## src/rtl/pef_pkg.sv

```systemverilog
package pef_pkg;
   // Link symbols; values are fixed by the framing protocol
   localparam logic [7:0] SYM_SOP  = 8'h7A;
   localparam logic [7:0] SYM_EOP  = 8'h7B;
   localparam logic [7:0] SYM_CHAN = 8'h7C;
   localparam logic [7:0] SYM_PESC = 8'h7D;
   localparam logic [7:0] SYM_IDLE = 8'h4A;
   localparam logic [7:0] SYM_LESC = 8'h4D;
   localparam logic [7:0] SYM_FLIP = 8'h20;

   // Reserved codes that need escaping, with a flag marking the link-layer group
   localparam int N_RSVD = 6;
   localparam logic [N_RSVD*8-1:0] RSVD_CODES = {8'h4D, 8'h4A, 8'h7D, 8'h7C, 8'h7B, 8'h7A};
   localparam logic [N_RSVD-1:0]   RSVD_LINK  = 6'b110000;

   typedef enum logic [2:0] {
      ST_IDLE, ST_CHAN, ST_NUM, ST_BODY, ST_ESC
   } pef_state_e;

   typedef enum logic [2:0] {
      SEL_IDLE, SEL_SOP, SEL_CHAN, SEL_NUM, SEL_EOP, SEL_ESC, SEL_RAW, SEL_FLIP
   } pef_sel_e;
endpackage

```

## src/rtl/pef_classify.sv

```systemverilog
module pef_classify
   import pef_pkg::*;
#(
   parameter int DATA_W = 8
) (
   input  logic [DATA_W-1:0] byte_i,
   output logic              hit_o,
   output logic [DATA_W-1:0] esc_o
);
   logic [N_RSVD-1:0] match;

   for (genvar g = 0; g < N_RSVD; g++) begin : g_cmp
      assign match[g] = (byte_i == DATA_W'(RSVD_CODES[g*8 +: 8]));
   end

   assign hit_o = |match;
   assign esc_o = (|(match & RSVD_LINK)) ? DATA_W'(SYM_LESC) : DATA_W'(SYM_PESC);
endmodule

```

## src/rtl/pef_fsm.sv

```systemverilog
module pef_fsm
   import pef_pkg::*;
(
   input  logic     clk,
   input  logic     rst_n,
   input  logic     in_valid,
   input  logic     in_sop,
   input  logic     in_eop,
   input  logic     hit,
   input  logic     out_ready,
   output pef_sel_e sel,
   output logic     in_ready
);
   pef_state_e state_q, state_d;
   logic       eop_done_q, eop_done_d;

   always_comb begin
      state_d    = state_q;
      eop_done_d = eop_done_q;
      sel        = SEL_IDLE;
      in_ready   = 1'b0;
      unique case (state_q)
         ST_IDLE: begin
            eop_done_d = 1'b0;
            if (in_valid && in_sop) begin
               sel = SEL_SOP;
               if (out_ready) state_d = ST_CHAN;
            end else begin
               in_ready = out_ready;
            end
         end
         ST_CHAN: begin
            sel = SEL_CHAN;
            if (out_ready) state_d = ST_NUM;
         end
         ST_NUM: begin
            sel = SEL_NUM;
            if (out_ready) state_d = ST_BODY;
         end
         ST_BODY: begin
            if (!in_valid) begin
               sel = SEL_IDLE;
            end else if (in_eop && !eop_done_q) begin
               sel = SEL_EOP;
               if (out_ready) eop_done_d = 1'b1;
            end else if (hit) begin
               sel = SEL_ESC;
               if (out_ready) state_d = ST_ESC;
            end else begin
               sel      = SEL_RAW;
               in_ready = out_ready;
               if (out_ready && in_eop) begin
                  state_d    = ST_IDLE;
                  eop_done_d = 1'b0;
               end
            end
         end
         ST_ESC: begin
            sel      = SEL_FLIP;
            in_ready = out_ready;
            if (out_ready) begin
               state_d = in_eop ? ST_IDLE : ST_BODY;
               if (in_eop) eop_done_d = 1'b0;
            end
         end
         default: state_d = ST_IDLE;
      endcase
   end

   always_ff @(posedge clk) begin
      if (!rst_n) begin
         state_q    <= ST_IDLE;
         eop_done_q <= 1'b0;
      end else begin
         state_q    <= state_d;
         eop_done_q <= eop_done_d;
      end
   end
endmodule

```

## src/rtl/pef_out_mux.sv

```systemverilog
module pef_out_mux
   import pef_pkg::*;
#(
   parameter int              DATA_W  = 8,
   parameter logic [DATA_W-1:0] CHAN_ID = '0
) (
   input  pef_sel_e          sel,
   input  logic [DATA_W-1:0] data_i,
   input  logic [DATA_W-1:0] esc_i,
   output logic [DATA_W-1:0] data_o
);
   always_comb begin
      unique case (sel)
         SEL_SOP:  data_o = DATA_W'(SYM_SOP);
         SEL_CHAN: data_o = DATA_W'(SYM_CHAN);
         SEL_NUM:  data_o = CHAN_ID;
         SEL_EOP:  data_o = DATA_W'(SYM_EOP);
         SEL_ESC:  data_o = esc_i;
         SEL_RAW:  data_o = data_i;
         SEL_FLIP: data_o = data_i ^ DATA_W'(SYM_FLIP);
         default:  data_o = DATA_W'(SYM_IDLE);
      endcase
   end
endmodule

```

## src/rtl/pkt_escape_framer.sv

```systemverilog
module pkt_escape_framer
   import pef_pkg::*;
#(
   parameter int                DATA_W  = 8,
   parameter logic [DATA_W-1:0] CHAN_ID = '0
) (
   input  logic              clk,
   input  logic              rst_n,
   input  logic [DATA_W-1:0] in_data,
   input  logic              in_sop,
   input  logic              in_eop,
   input  logic              in_valid,
   output logic              in_ready,
   output logic [DATA_W-1:0] out_data,
   output logic              out_valid,
   input  logic              out_ready
);
   if (DATA_W != 8) begin : g_bad_width
      $error("pkt_escape_framer: DATA_W must be 8");
   end

   logic              hit;
   logic [DATA_W-1:0] esc_char;
   pef_sel_e          sel;

   pef_classify #(.DATA_W(DATA_W)) classify_i (
      .byte_i (in_data),
      .hit_o  (hit),
      .esc_o  (esc_char)
   );

   pef_fsm fsm_i (
      .clk       (clk),
      .rst_n     (rst_n),
      .in_valid  (in_valid),
      .in_sop    (in_sop),
      .in_eop    (in_eop),
      .hit       (hit),
      .out_ready (out_ready),
      .sel       (sel),
      .in_ready  (in_ready)
   );

   pef_out_mux #(.DATA_W(DATA_W), .CHAN_ID(CHAN_ID)) mux_i (
      .sel    (sel),
      .data_i (in_data),
      .esc_i  (esc_char),
      .data_o (out_data)
   );

   assign out_valid = 1'b1;
endmodule

```

## config.mk

```make
export PLATFORM = sky130hd
export DESIGN_NAME = pkt_escape_framer
export DESIGN_NICKNAME = d
export VERILOG_FILES = /design/src/rtl/pef_pkg.sv /design/src/rtl/pef_classify.sv /design/src/rtl/pef_fsm.sv /design/src/rtl/pef_out_mux.sv /design/src/rtl/pkt_escape_framer.sv
export SDC_FILE = /design/constraint.sdc
export NUM_CORES = 1
export LEC_CHECK = 0
export BUFFER_PORTS_ARGS = -buffer_cell sky130_fd_sc_hd__buf_4
export CAP_MARGIN = 25
export CORE_MARGIN = 2
export CORE_UTILIZATION = 40
export DETAILED_ROUTE_END_ITERATION = 6
export GPL_TIMING_DRIVEN = 0
export PLACE_DENSITY = 0.71
export SYNTH_ARGS = -nofsm -noshare
export SYNTH_HDL_FRONTEND = slang
export SYNTH_SLANG_ARGS = --single-unit
```

## constraint.sdc

```tcl
create_clock -name clk -period 1.67 [get_ports clk]
set_clock_uncertainty 0.15 [all_clocks]
set_input_delay 0.334 -clock clk [delete_from_list [all_inputs] [get_ports clk]]
set_output_delay 0.334 -clock clk [all_outputs]
set_load 0.02 [all_outputs]
```

==> metrics.cfg <==
[global_route]
grt_busiest_layer = met2
grt_pass1_wl_microns = 3300
grt_pass1_vias = 755
gr-usage-met2_pct = 37.8
use_met3_pct = 5.17
grt_use_total_pct = 23.9
met1_usage_pct = 32.2
grt_max_degree = 11
antenna_found_initial = 0
grt_overflow = 0

[drt]
vias_per_cell = 6.13
vias = 920
firstDrtPassIters = 4
detail-route-antenna-nets = 0
drt-initial-drc-count = 63
wl_microns = 2520
wl_per_cell_microns = 16.8
drc = 0

[synthesis]
synthesis.area_sq_um = 593
yosysTopAreaCell = dfxtp_1
synth_edf_count = 0
yosysSeqAreaShare_pct = 13.5
yosysTopAreaCellShare_pct = 13.5
netlist_instances = 92
syn_avg_cell_area_sq_um = 6.45
synth_flop_cell = dfxtp_1
ys_ff_latch = 4
synth_cell_types = 31
syn_nets = 106
synthArstFlopShare_pct = 0
synth_warnings = 0
yosys-top-cells-area = dfxtp_1 (14%), nor2_1 (7.0%), a21oi_1 (6.8%)

[clock_network]
clock_path_buffers = 2
clkLatencyLatePin_ps = 260
cts_tree = built
h-tree-depth = 1
cts_made_buffers = 3
ctsHoldBuffers = 0
cts.sinks = 4
cts-root-buf = clkbuf_4
path_clk_slew_ps = 50

[min_path]
hold_path.class = input pin to register
worstHoldStart = rst_n

[floorplanning]
coreArea_sq_mm = 0.00135
fp.dieH_microns = 42.5
dieArea_sq_mm = 0.00181
num_rows = 13
io_pins = 24
fp.dieW_microns = 42.5
start_util_pct = 43.9

[timing]
fin_crit_ps = 2000
setup_ws_ps = -332
rsz0062_at_grt = true
setup_tns_ps = -2560
setup_viol = 11
slew_violations = 0
fmax_ghz = 0.499
post-route-period-util_pct = 120
timing_hold_violations_final = 0

[power]
pwr-share-seq_pct = 21.9
p_leak_nw = 0.491
ir_drop_mv = 0.256
swShare_pct = 37.9
p_comb_share_pct = 46.4
clkPwrFrac_pct = 31.6
p_switching_mw = 0.170
p_int_mw = 0.279
powerDensity_mw_per_mm2 = 379

[placed_design]
pre_cts_ws_ps = -486
place.gp.congestion = 0.837
hpwl_microns = 1280
io_buffers = 21
placed_area_sq_um = 806

[cells_and_area]
fin_area_sq_mm = 0.00118
final_common_cell = buf_4
drive_gt1_share_pct = 65.2
final_net_count = 151
multiInputGateArea_sq_um = 644
diodes = 0
register_area_sq_um = 91.3
final_core_util_pct = 87.7
area_delta_synth_final_pct = 99.6
final_cell_mix = buf_4 (29), buf_6 (13), nand2_1 (5), a21oi_1 (5), nor2_1 (5)
fillers = 72

[worst_setup_path]
required_ps = 1190
crit_type = register to output pin
slowest_stage = dfxtp_1
critPathLaunchType = register
path_buf_inv = 1
crit_family = simple AND/OR/NAND/NOR gates
cp_max_fo = 4
end_kind = output pin
cp-startpoint = fsm_i.eop_done_q
r2r_setup_slack_ps = -150
ff2ff_path_depth = 7
slowest_delay_ps = 340
critical_path_arrival_ps = 1520
regToRegEndpoint = fsm_i.state_q[1]
r2r_start = fsm_i.state_q[1]
cp.depth = 6
crit_path_end = out_data[1]
cp_cell_sequence = nand2b_4, nand2_2, o211a_1, nor3_1, a211oi_2, buf_4

[run_status]
outcome = finished with violations
violations = setup timing

[run]
cap_violations = 0

## how the worst min path moves through the flow
stage,to,slack (ps),cells past startpoint
floorplan,fsm_i.state_q[2],360,2
global placement,fsm_i.eop_done_q,410,2
detailed placement,fsm_i.eop_done_q,410,2
CTS,fsm_i.state_q[2],230,3
global route,fsm_i.state_q[0],240,3
finish,fsm_i.state_q[0],210,3
## registers in the layout, indices dropped and copies added (netlist names)
register and count:
fsm_i.eop_done_q 1, fsm_i.state_q 3
## power by group through the flow
| stage | registers, mW | clock network, mW | logic [mW] |
|---|---|---|---|
| final | 0.0982 | 0.142 | 0.208 |
| after global routing | 0.0984 | 0.150 | 0.218 |
| after CTS | 0.0996 | 0.128 | 0.170 |
| after detailed placement | 0.103 | 0 | 0.144 |
| after global placement | 0.103 | 0 | 0.142 |
| after floorplan | 0.102 | 0 | 0.0844 |
## area by class of cell
cell class	instances	share of cell area, %
Tap cell	15	1.59
Sequential cell	4	7.72
Multi-Input combinational cell	79	54.4
Buffer	5	3.59
Clock buffer	3	1.90
Inverter	4	1.27
Timing Repair Buffer	40	29.5
## metal layers
layer  wire, microns  up-vias
li1                -      421
met1            1020      430
met2            1220       64
met3             249        5
met4              34        0
met5               0        -
## through the flow
step,hold slack [ps],instances,power (mW)
after floorplan,357,92,0.186
after global placement,410,128,0.245
after detailed placement,406,128,0.247
after CTS,230,139,0.398
after global routing,242,150,0.467
final,211,150,0.448
## Yosys cell counts, types with 3 or more instances
| cell type | count |
|---|---|
| dfxtp_1 | 4 |
| a31oi_1 | 3 |
| and2_1 | 3 |
| buf_2 | 3 |
| a21oi_1 | 8 |
| or3_1 | 3 |
| nand2b_1 | 3 |
| o21ai_0 | 6 |
| o22ai_1 | 4 |
| nor2_1 | 11 |
| nor2b_1 | 4 |
| a211oi_1 | 4 |
| inv_1 | 4 |
| nand2_1 | 10 |
## worst register-to-register path, delay by kind of cell, from the launching register on
kind / cells / cell delay [ps]
simple gates: 2 / 570
buf+inv: 2 / 220
compound gates: 3 / 440
flops: 1 / 350
## cell families (layout without fill, tap and decap cells)
| group | count (synthesis) | after routing | synth area share [%] |
|---|---|---|---|
| compound gates | 38 | 38 | 44.7 |
| buf+inv | 9 | 52 | 6.96 |
| flops | 4 | 4 | 13.5 |
| other cells | 1 | 1 | 0.632 |
| simple gates | 40 | 40 | 34.2 |
## what timing repair did
item / 4_1_cts / 5_1_grt
gates resized for setup: 39 / 18
pin swaps: 12 / 13
endpoints found under the setup margin: 11 / 12
setup buffers: 8 / 11
(Power assumes the default switching activity.)
